**src/rtl/dctl_pkg.sv**
```systemverilog
package dctl_pkg;

    localparam int BYTE_W   = 8;
    localparam int ADDR_W   = 7;
    localparam int GRP_W    = 4;
    localparam logic [BYTE_W-1:0] BCAST_HDR = 8'hFC;

    localparam logic [2:0] MASK_UNI = 3'b000;
    localparam logic [2:0] MASK_GRP = 3'b011;
    localparam logic [2:0] MASK_ALL = 3'b111;

    // Bit positions inside the logical control bytes
    localparam int BIT_PEC_EN  = 7;
    localparam int BIT_PAR_DIS = 6;
    localparam int BIT_IRQ_CLR = 3;

    typedef enum logic [2:0] {
        ST_IDLE,
        ST_HDR,
        ST_CODE,
        ST_CTRL,
        ST_ADDR,
        ST_DATA,
        ST_PEC,
        ST_TAIL
    } frame_st_e;

    typedef struct packed {
        logic [2:0] mask;
        logic       regmode;
        logic [1:0] offset;
        logic [1:0] burst;
    } ctrl_t;

    function automatic logic [BYTE_W-1:0] crc8_step(input logic [BYTE_W-1:0] crc,
                                                    input logic [BYTE_W-1:0] din,
                                                    input logic [BYTE_W-1:0] poly);
        logic [BYTE_W-1:0] c;
        logic              fb;
        c = crc;
        for (int i = BYTE_W - 1; i >= 0; i--) begin
            fb = c[BYTE_W-1] ^ din[i];
            c  = {c[BYTE_W-2:0], 1'b0} ^ (fb ? poly : '0);
        end
        return c;
    endfunction

    function automatic logic addr_hit(input logic [2:0]        mask,
                                      input logic [ADDR_W-1:0] tgt,
                                      input logic [ADDR_W-1:0] own);
        case (mask)
            MASK_UNI: return tgt == own;
            MASK_GRP: return tgt[ADDR_W-1 -: GRP_W] == own[ADDR_W-1 -: GRP_W];
            MASK_ALL: return 1'b1;
            default:  return 1'b0;
        endcase
    endfunction

endpackage

```
**src/rtl/dctl_crc8.sv**
```systemverilog
module dctl_crc8
    import dctl_pkg::*;
#(
    parameter logic [BYTE_W-1:0] POLY = 8'h07,
    parameter logic [BYTE_W-1:0] SEED = 8'h00
) (
    input  logic              clk,
    input  logic              rst,
    input  logic              clear,
    input  logic              update,
    input  logic [BYTE_W-1:0] din,
    output logic [BYTE_W-1:0] crc_q
);

    always_ff @(posedge clk) begin
        if (rst || clear) begin
            crc_q <= SEED;
        end else if (update) begin
            crc_q <= crc8_step(crc_q, din, POLY);
        end
    end

endmodule

```
**src/rtl/dctl_frame_ctrl.sv**
```systemverilog
module dctl_frame_ctrl
    import dctl_pkg::*;
#(
    parameter logic [BYTE_W-1:0] CMD_CODE = 8'h62,
    parameter int                NUM_LB   = 4,
    localparam int               LB_W     = $clog2(NUM_LB),
    localparam int               CNT_W    = LB_W + 1,
    localparam int               POS_W    = CNT_W + 1
) (
    input  logic              clk,
    input  logic              rst,
    input  logic              rx_valid_i,
    input  logic [BYTE_W-1:0] rx_data_i,
    input  logic              rx_start_i,
    input  logic              rx_rstart_i,
    input  logic              rx_stop_i,
    input  logic              pec_mode_i,
    input  logic              par_err_i,
    input  logic [ADDR_W-1:0] own_addr_i,
    input  logic [BYTE_W-1:0] crc_q,
    output logic              crc_clear,
    output logic              crc_update,
    output logic              frame_begin,
    output logic              wr_en,
    output logic [LB_W-1:0]   wr_pos,
    output logic              commit,
    output logic              ack_valid_o,
    output logic              ack_o,
    output logic              reg_access_o
);

    frame_st_e        st_q;
    ctrl_t            ctrl_q;
    logic             pec_q;
    logic             nack_q;
    logic             err_q;
    logic [CNT_W-1:0] cnt_q;
    logic [POS_W-1:0] pos;
    logic             byte_in;

    assign frame_begin = rx_start_i | rx_rstart_i;
    assign byte_in     = rx_valid_i & ~frame_begin & ~rx_stop_i;
    assign pos         = POS_W'(ctrl_q.offset) + POS_W'(cnt_q);
    assign wr_en       = byte_in && (st_q == ST_DATA) && (pos < POS_W'(NUM_LB));
    assign wr_pos      = pos[LB_W-1:0];

    assign crc_clear   = frame_begin;
    assign crc_update  = byte_in && (st_q == ST_CODE || st_q == ST_CTRL ||
                                     st_q == ST_ADDR || st_q == ST_DATA);

    // A frame is complete only with all of its bytes and, in PEC mode, a good check byte
    assign commit = (rx_stop_i | rx_rstart_i) &&
                    ((st_q == ST_DATA && !pec_q && cnt_q != '0) || st_q == ST_TAIL);

    always_ff @(posedge clk) begin
        if (rst) begin
            st_q         <= ST_IDLE;
            ctrl_q       <= '0;
            pec_q        <= 1'b0;
            nack_q       <= 1'b0;
            err_q        <= 1'b0;
            cnt_q        <= '0;
            ack_valid_o  <= 1'b0;
            ack_o        <= 1'b0;
            reg_access_o <= 1'b0;
        end else begin
            ack_valid_o  <= 1'b0;
            reg_access_o <= 1'b0;
            if (par_err_i) begin
                err_q <= 1'b1;
            end
            if (frame_begin) begin
                st_q   <= ST_HDR;
                nack_q <= rx_rstart_i & err_q;
                err_q  <= 1'b0;
                pec_q  <= pec_mode_i;
                cnt_q  <= '0;
            end else if (rx_stop_i) begin
                st_q <= ST_IDLE;
            end else if (rx_valid_i) begin
                case (st_q)
                    ST_HDR:  st_q <= (rx_data_i == BCAST_HDR) ? ST_CODE : ST_IDLE;
                    ST_CODE: begin
                        if (rx_data_i == CMD_CODE) begin
                            ack_valid_o <= 1'b1;
                            ack_o       <= ~nack_q;
                            st_q        <= nack_q ? ST_IDLE : ST_CTRL;
                        end else begin
                            st_q <= ST_IDLE;
                        end
                    end
                    ST_CTRL: begin
                        ctrl_q <= ctrl_t'(rx_data_i);
                        st_q   <= ST_ADDR;
                    end
                    ST_ADDR: begin
                        if (!addr_hit(ctrl_q.mask, rx_data_i[BYTE_W-1:1], own_addr_i)) begin
                            st_q <= ST_IDLE;
                        end else if (ctrl_q.regmode) begin
                            reg_access_o <= 1'b1;
                            st_q         <= ST_IDLE;
                        end else begin
                            st_q <= ST_DATA;
                        end
                    end
                    ST_DATA: begin
                        if (cnt_q != CNT_W'(NUM_LB)) begin
                            cnt_q <= cnt_q + 1'b1;
                        end
                        if (pec_q && cnt_q == CNT_W'(ctrl_q.burst)) begin
                            st_q <= ST_PEC;
                        end
                    end
                    ST_PEC: begin
                        if (rx_data_i == crc_q) begin
                            st_q <= ST_TAIL;
                        end else begin
                            err_q <= 1'b1;
                            st_q  <= ST_IDLE;
                        end
                    end
                    default: st_q <= st_q;
                endcase
            end
        end
    end

    AST_ACK_ON_CODE: assert property (@(posedge clk) disable iff (rst)
        ack_valid_o |-> $past(rx_valid_i && rx_data_i == CMD_CODE));

    AST_REGACC_AFTER_BYTE: assert property (@(posedge clk) disable iff (rst)
        reg_access_o |-> ($past(rx_valid_i) && !ack_valid_o));

endmodule

```
**src/rtl/dctl_cfg_stage.sv**
```systemverilog
module dctl_cfg_stage
    import dctl_pkg::*;
#(
    parameter int   NUM_LB      = 4,
    parameter logic PEC_EN_RST  = 1'b0,
    parameter logic PAR_DIS_RST = 1'b0,
    localparam int  LB_W        = $clog2(NUM_LB)
) (
    input  logic              clk,
    input  logic              rst,
    input  logic              frame_begin,
    input  logic              wr_en,
    input  logic [LB_W-1:0]   wr_pos,
    input  logic [BYTE_W-1:0] wr_data,
    input  logic              commit,
    output logic              cfg_pec_en_o,
    output logic              cfg_par_dis_o,
    output logic              irq_clr_o
);

    logic lb0_vld_q;
    logic lb0_pec_q;
    logic lb0_par_q;
    logic lb1_clr_q;
    logic unused_bits;

    // Reserved bits of every logical byte are never stored
    assign unused_bits = ^{wr_data[5:4], wr_data[2:0]};

    always_ff @(posedge clk) begin
        if (rst || frame_begin) begin
            lb0_vld_q <= 1'b0;
            lb0_pec_q <= 1'b0;
            lb0_par_q <= 1'b0;
            lb1_clr_q <= 1'b0;
        end else if (wr_en) begin
            if (wr_pos == LB_W'(0)) begin
                lb0_vld_q <= 1'b1;
                lb0_pec_q <= wr_data[BIT_PEC_EN];
                lb0_par_q <= wr_data[BIT_PAR_DIS];
            end
            if (wr_pos == LB_W'(1)) begin
                lb1_clr_q <= wr_data[BIT_IRQ_CLR];
            end
        end
    end

    always_ff @(posedge clk) begin
        if (rst) begin
            cfg_pec_en_o  <= PEC_EN_RST;
            cfg_par_dis_o <= PAR_DIS_RST;
            irq_clr_o     <= 1'b0;
        end else begin
            irq_clr_o <= commit & lb1_clr_q;
            if (commit && lb0_vld_q) begin
                cfg_pec_en_o  <= lb0_pec_q;
                cfg_par_dis_o <= lb0_par_q;
            end
        end
    end

    AST_CLR_ONE_CYCLE: assert property (@(posedge clk) disable iff (rst)
        irq_clr_o |=> !irq_clr_o);

    AST_CLR_NEEDS_COMMIT: assert property (@(posedge clk) disable iff (rst)
        irq_clr_o |-> $past(commit));

    AST_PEC_EN_ONLY_AT_END: assert property (@(posedge clk) disable iff (rst)
        !$past(commit) |-> $stable(cfg_pec_en_o));

    AST_PAR_DIS_ONLY_AT_END: assert property (@(posedge clk) disable iff (rst)
        !$past(commit) |-> $stable(cfg_par_dis_o));

endmodule

```
**src/rtl/dctl_ccc_decoder.sv**
```systemverilog
module dctl_ccc_decoder
    import dctl_pkg::*;
#(
    parameter logic [7:0] CMD_CODE    = 8'h62,
    parameter int         NUM_LB      = 4,
    parameter logic [7:0] CRC_POLY    = 8'h07,
    parameter logic       PEC_EN_RST  = 1'b0,
    parameter logic       PAR_DIS_RST = 1'b0
) (
    input  logic       clk,
    input  logic       rst,
    input  logic       rx_valid_i,
    input  logic [7:0] rx_data_i,
    input  logic       rx_start_i,
    input  logic       rx_rstart_i,
    input  logic       rx_stop_i,
    input  logic       pec_mode_i,
    input  logic       par_err_i,
    input  logic [6:0] own_addr_i,
    output logic       cfg_pec_en_o,
    output logic       cfg_par_dis_o,
    output logic       irq_clr_o,
    output logic       ack_valid_o,
    output logic       ack_o,
    output logic       reg_access_o
);

    localparam int LB_W = $clog2(NUM_LB);

    logic              crc_clear;
    logic              crc_update;
    logic [BYTE_W-1:0] crc_q;
    logic              frame_begin;
    logic              wr_en;
    logic [LB_W-1:0]   wr_pos;
    logic              commit;

    dctl_crc8 #(
        .POLY (CRC_POLY),
        .SEED (8'h00)
    ) u_crc (
        .clk    (clk),
        .rst    (rst),
        .clear  (crc_clear),
        .update (crc_update),
        .din    (rx_data_i),
        .crc_q  (crc_q)
    );

    dctl_frame_ctrl #(
        .CMD_CODE (CMD_CODE),
        .NUM_LB   (NUM_LB)
    ) u_frame (
        .clk          (clk),
        .rst          (rst),
        .rx_valid_i   (rx_valid_i),
        .rx_data_i    (rx_data_i),
        .rx_start_i   (rx_start_i),
        .rx_rstart_i  (rx_rstart_i),
        .rx_stop_i    (rx_stop_i),
        .pec_mode_i   (pec_mode_i),
        .par_err_i    (par_err_i),
        .own_addr_i   (own_addr_i),
        .crc_q        (crc_q),
        .crc_clear    (crc_clear),
        .crc_update   (crc_update),
        .frame_begin  (frame_begin),
        .wr_en        (wr_en),
        .wr_pos       (wr_pos),
        .commit       (commit),
        .ack_valid_o  (ack_valid_o),
        .ack_o        (ack_o),
        .reg_access_o (reg_access_o)
    );

    dctl_cfg_stage #(
        .NUM_LB      (NUM_LB),
        .PEC_EN_RST  (PEC_EN_RST),
        .PAR_DIS_RST (PAR_DIS_RST)
    ) u_stage (
        .clk           (clk),
        .rst           (rst),
        .frame_begin   (frame_begin),
        .wr_en         (wr_en),
        .wr_pos        (wr_pos),
        .wr_data       (rx_data_i),
        .commit        (commit),
        .cfg_pec_en_o  (cfg_pec_en_o),
        .cfg_par_dis_o (cfg_par_dis_o),
        .irq_clr_o     (irq_clr_o)
    );

    AST_COMMIT_ONLY_ON_END: assert property (@(posedge clk) disable iff (rst)
        commit |-> (rx_stop_i || rx_rstart_i));

endmodule

```
**config.mk**
```make
export PLATFORM = sky130hd
export DESIGN_NAME = dctl_ccc_decoder
export DESIGN_NICKNAME = d
export VERILOG_FILES = /design/src/rtl/dctl_pkg.sv /design/src/rtl/dctl_crc8.sv /design/src/rtl/dctl_frame_ctrl.sv /design/src/rtl/dctl_cfg_stage.sv /design/src/rtl/dctl_ccc_decoder.sv
export SDC_FILE = /design/constraint.sdc
export NUM_CORES = 1
export LEC_CHECK = 0
export BUFFER_PORTS_ARGS = -buffer_cell sky130_fd_sc_hd__buf_2
export CAP_MARGIN = 20
export CORE_MARGIN = 10
export CORE_UTILIZATION = 58
export DETAILED_ROUTE_END_ITERATION = 6
export HOLD_SLACK_MARGIN = 0.1
export PLACE_DENSITY = 0.8
export REMOVE_ABC_BUFFERS = 1
export SYNTH_ARGS = -nofsm -noshare
export SYNTH_HDL_FRONTEND = slang
export SYNTH_HIERARCHICAL = 1
export SYNTH_SLANG_ARGS = --single-unit
```
**constraint.sdc**
```tcl
create_clock -name clk -period 3.02 [get_ports clk]
set_input_delay 0.151 -clock clk [delete_from_list [all_inputs] [get_ports clk]]
set_output_delay 0.151 -clock clk [all_outputs]
set_load 0.05 [all_outputs]
```
Word level (Yosys, flattened, before mapping) --
Index checks and enable logic that the tools add are counted.
Storage, ports and cells: flip-flop bits (word level) 35, input bits 23, output and inout bits 6
Operators by class: add/subtract/negate cells 2, $lt $le $gt $ge 1, eq/ne operators 19, muxes and demuxes 32, bitwise operators 29, reduce and logical (&&, ||, !) cells 31
Operators with widths (count):
- $xor 8x8->8 | 8
- $mux 3 | 13
- $pmux 3 s6 | 1
- $eq 3x3->1 const B | 5
- $mux 1 | 15
- $eq 3x2->1 const B | 3
- $eq 8x7->1 const B | 1
- $eq 8x8->1 | 1
- $eq 8x8->1 const B | 1
- $logic_and 1x1->1 | 8
- $reduce_and 4->1 | 2
- $reduce_bool 8->1 | 1
- $xor 1x1->1 | 8
- $eq 7x7->1 | 1
- $not 1->1 | 7
- $reduce_and 3->1 | 2
- $reduce_bool 3->1 | 2
- $reduce_bool 6->1 | 1
- $reduce_or 6->1 | 1
- $logic_or 1x1->1 | 5
- $reduce_and 5->1 | 1
- $reduce_or 5->1 | 1
- $add 2x3->4 | 1
- $and 1x1->1 | 4
- 18 further kinds | 21

Depth between registers and ports, before layout --
word-level depth 24, depth in mapped cells 8, mapped depth without buffers 8

Cells and area by module --
The synthesis kept the hierarchy.
By module, submodules not included:
- dctl_frame_ctrl | times used 1, cells an instance 157, area each 1365.1 µm²
- dctl_crc8 | times used 1, cells an instance 60, area each 598.1 µm²
- dctl_cfg_stage | times used 1, cells an instance 29, area each 309.0 µm²

Least setup slack after synthesis --
OpenSTA, ideal clock, no wires.
path type flip-flop to flip-flop, from register u_frame.cnt_q[0], to register u_stage.lb0_par_q, library setup time 121 ps, arrival time 2252 ps, required time 2899 ps, slack 647 ps, stages on the path, launching flop included 9, path buffers 0, period minus slack after synthesis 2373 ps, cells stage by stage dfxtp_1 > ha_1 > inv_1 > fa_1 > a2111oi_0 > a21oi_1 > nor4_1 > nor3b_4 > mux2_2
On the way: cells in the longest elaborated chain, start to end 4
RTL lines:
- start, declared | RTL line dctl_frame_ctrl.sv:37 | logic [CNT_W-1:0] cnt_q;
- start signal, assigned | RTL line dctl_frame_ctrl.sv:108 | cnt_q <= cnt_q + 1'b1;
- $add 2x3->4 | RTL line dctl_frame_ctrl.sv:43 | assign pos = POS_W'(ctrl_q.offset) + POS_W'(cnt_q);
- $lt 4x3->1 | RTL line dctl_frame_ctrl.sv:44 | assign wr_en = byte_in && (st_q == ST_DATA) && (pos < POS_W'(NUM_LB));
- $logic_and 1x1->1 | RTL line dctl_frame_ctrl.sv:44
- via wr_en | RTL line dctl_ccc_decoder.sv:34 | logic wr_en;
- $reduce_and 2->1 (no line)
- end signal, assigned | RTL line dctl_cfg_stage.sv:40 | lb0_par_q <= wr_data[BIT_PAR_DIS];
- end, declared | RTL line dctl_cfg_stage.sv:23 | logic lb0_par_q;
The timed path passes the listed nets, and every way through them passes these cells. A chain may end at the register's enable or synchronous reset.

Worst setup path after layout --
from register u_frame.cnt_q[0], to register u_stage.lb0_pec_q
On the way: cells in the longest elaborated chain, start to end 4
RTL lines:
- $add 2x3->4 | RTL line dctl_frame_ctrl.sv:43
- $lt 4x3->1 | RTL line dctl_frame_ctrl.sv:44
- $logic_and 1x1->1 | RTL line dctl_frame_ctrl.sv:44
- via wr_en | RTL line dctl_ccc_decoder.sv:34
- $reduce_and 2->1 (no line)
- end signal, assigned | RTL line dctl_cfg_stage.sv:39 | lb0_pec_q <= wr_data[BIT_PEC_EN];
- end, declared | RTL line dctl_cfg_stage.sv:22 | logic lb0_pec_q;
The timed path passes the listed nets, and every way through them passes these cells.

==> out/results.env <==
FLOORPLAN.DIE.HEIGHT_UM=82.6
CRITICAL_PATH.MAX_STAGE_DELAY_PS=410
FLOORPLAN.IO_PINS=29
COUNT_OF_INPUT_AND_OUTPUT_BUFFERS=28
TIMING_HOLD_VIOLATIONS_FINAL=0
GP_CONGESTION=0.834
PROPORTION_OF_LAYOUT_CELLS_WITH_A_DRIVE_SUFFIX_ABOVE_1=0.208
DRV_SLEW=0
FIN_TOTAL_PWR_W=0.00103
CRITPATHTOPFAMILY='simple AND/OR/NAND/NOR gates'
DR.PASS1.ITERS=5
POWER_DENSITY_nW_PER_UM2=409
YOSYS_WARNINGS=6
DP_HPWL_UM=3740
MIN-DELAY-PATH-CLASS='primary input to flip-flop'
YOSYSUNIQUECELLTYPES=54
TIMING.CRITICAL_PATH.FROM_TYPE='flip-flop'
CRITPATHSLOWESTCELL='sky130_fd_sc_hd__dfxtp_1'
CORE_REGION_AREA_UM2=3720
SEQUENTIALPOWERSHARE=0.453
WORST_SKEW_PS=6.56
RSZ0062_AT_GRT='no'
HTREE_NUM_LEVELS=2
ROWS=22
SYNTH_EDF_COUNT=0
DIE_X_UM=82.6
GRT_FIRST_PASS_WIRELENGTH_UM=8430
FIN_SETUP_TNS_PS=0
TIMING.CRITICAL_PATH.ARRIVAL_PS=2750
SYNTHCELLS=246
CATEGORY_OF_THE_WORST_SETUP_PATH_CAPTURE_POINT='flip-flop'
MAXSLEWHEADROOM=0.598
MEAN_AREA_PER_SYNTHESIZED_CELL_UM2=9.24
CTS_NUM_SINKS=35
TIGHTESTPINTRANSITION_PS=599
CTS_MADE_BUFFERS=5
FINAL_NET_COUNT=301
RUN_STATUS='completed'
GLOBALROUTEOVERFLOWTOTAL=0
SYN-CELL-AREA_UM2=2270
PLACE_WORST_SETUP_SLACK_PS=462
INITIAL_DRT_MARKERS=112
CRITICAL_PATH_CLASS='flip-flop to flip-flop'
DIEAREA_UM2=6820
POSTSYNTHREGISTERBITS=35
REPORT.FINAL.SETUP_VIOL=0
SWITCHINGPOWER_W=0.000244
WORST-ENDPOINT-REQUIRED_PS=3210
CRITICAL_PATH.CELL_CHAIN='ha_1 > inv_1 > fa_1 > a2111oi_0 > a21oi_1 > nor4_1 > nor3b_4 > mux2_2'
HOLD_WS_PS=115
GR-USAGE-ALL-LAYERS=0.161
INITIAL_UTILIZATION=0.611
POST-CTS-SETUP-BUFFER-COUNT=0
DOMINANTREGCELLSYNTH='sky130_fd_sc_hd__dfxtp_1'
DRT_WL_TOTAL_UM=5060
FIRST_GLOBAL_VIAS=1789
MOST_COMMON_CELL_AFTER_LAYOUT_FILL_AND_TAPS_ASIDE='sky130_fd_sc_hd__dfxtp_1'
FINAL_MIN_PERIOD_OVER_CLOCK_PERIOD=0.850
CLOCK_PATH_BUFFERS=2
FINALWORSTPATHREQUIREDPERIOD_PS=2570
IR_DROP_mV=0.232
CTS_TREE='yes'
ANTENNA_VIOLATING_NETS_POST_ROUTE=0
ROUTE.VIAS.TOTAL=1858
F_MAX_GHz=0.389
COMB_POWER_SHARE=0.121
WORST-PATH-BUF-INV=1
CLOCK_INSERTION_DELAY_WORST_SKEW_PS=300
ASYNCSETRESETFLOPFRACSYNTH=0
POWER.STATIC_LEAKAGE_nW=1.02
TIMING.FINAL.WS_SETUP_PS=452
CLKTRANSATPATHREGS_PS=70
VIASPERCELL=5.77
ANTENNA_CELLS_INSERTED=0
INTERNAL-POWER_W=0.000790
POWER_SWITCHING_SHARE=0.236
CLOCK_POWER_SHARE=0.426
GRT_START_MAX_NET_PINS=28
ROUTE.DETAILED.DRC=0
MAXCAP_VIOL_COUNT=0
INITIAL_ANTENNA_VIOLATION_COUNT=0
LAYOUT.CELLS.MOST_COMMON_LIST='sky130_fd_sc_hd__dfxtp_1 (35), sky130_fd_sc_hd__nor2_1 (34), sky130_fd_sc_hd__xnor2_1 (30)'
CRITPATHMAXFANOUT=4
SYNTH-SEQ-AREA-SHARE=0.308
AREA.GROWTH.SYNTH_TO_FINAL_PCT=11.2
CLOCKROOTBUFFER='sky130_fd_sc_hd__clkbuf_8'
DETAIL_ROUTE.WL_PER_CELL_UM=15.7
[final timing paths]
path / from / to / slack (ps) / cells past startpoint
setup / recovery: u_frame/cnt_q[0] / u_stage/lb0_pec_q / 450 / 8
hold / removal: par_err_i / u_frame/err_q / 120 / 3
setup reg to reg: u_frame/cnt_q[0] / u_stage/lb0_pec_q / 450 / 8
hold reg to reg: u_stage/lb1_clr_q / u_stage/irq_clr_o / 420 / 2
[through the flow]
| step | std cells | util | instance area (µm²) |
|---|---|---|---|
| after global routing | 322 | 0.680 | 2530 |
| after floorplan | 236 | - | 2190 |
| final | 322 | 0.680 | 2530 |
| after CTS | 322 | 0.680 | 2530 |
| after detailed placement | 313 | 0.646 | 2400 |
| after global placement | 313 | 0.646 | 2400 |
[area by class of cell]
type,count,area (µm²)
clock buffers,6,82.6
clock inverters,2,35.0
fillers,321,1190
inverters,11,41.3
multi-input cells,190,1450
flip-flops and latches,35,701
well taps,48,60.1
repair buffers,30,158
[synth_stat cells (all sizes together) (5+ instances only)]
| cell | number | area [µm²] |
|---|---|---|
| a21oi | 14 | 70.1 |
| xnor3 | 5 | 114 |
| mux2i | 11 | 110 |
| nor3b | 7 | 63.8 |
| nor3 | 6 | 30.0 |
| xnor2 | 32 | 295 |
| nor4 | 5 | 46.3 |
| dfxtp | 35 | 701 |
| inv | 11 | 41.3 |
| nand2 | 11 | 43.8 |
| buf | 8 | 72.6 |
| nor2 | 34 | 128 |
[metal layers]
metal | GRT usage | routed length (µm) | vias up
met5 | 0 | 0 | -
met4 | 0.0652 | 74 | 0
met3 | 0.0432 | 357 | 8
met2 | 0.271 | 2560 | 60
met1 | 0.189 | 2070 | 874
li1 | - | - | 916
[cells by family after synthesis]
group | count (synthesis) | synth area share
and+or+nand+nor | 89 | 0.218
AOI/OAI and AO/OA | 41 | 0.131
xor gates and xnor gates | 41 | 0.195
DFF | 35 | 0.308
buffers and inverters | 21 | 0.0534
muxes | 14 | 0.0633
adders and majority gates | 5 | 0.0308
[repair_timing]
item	CTS	global route
hold buffers	1	0
hold endpoints to repair	1	0
resized for setup	0	0
[state kept, by name, indices dropped and copies added, names as in the netlist]
signal	cells
u_frame/err_q	1
u_stage/lb0_vld_q	1
u_stage/cfg_par_dis_o	1
u_stage/lb0_pec_q	1
u_frame/nack_q	1
u_crc/crc_q	8
u_stage/cfg_pec_en_o	1
u_frame/ack_o	1
u_stage/lb0_par_q	1
u_frame/cnt_q	3
u_frame/st_q	3
u_frame/reg_access_o	1
u_frame/ack_valid_o	1
u_stage/lb1_clr_q	1
u_stage/irq_clr_o	1
u_frame/ctrl_q	8
u_frame/pec_q	1
[power groups by stage]
stage	combinational, W	sequential [W]	clock, W
CTS	0.000125	0.000468	0.000451
floorplan	0.0000764	0.000477	0
global route	0.000136	0.000468	0.000474
finish	0.000125	0.000468	0.000441
detailed placement	0.000123	0.000478	0
global placement	0.000119	0.000478	0
[worst min-delay path, cell delays in order]
cell and delay (ps):
sky130_fd_sc_hd__buf_2 80, sky130_fd_sc_hd__nor2_1 30, sky130_fd_sc_hd__a21oi_1 110
Power figures use the tool's default switching activity.
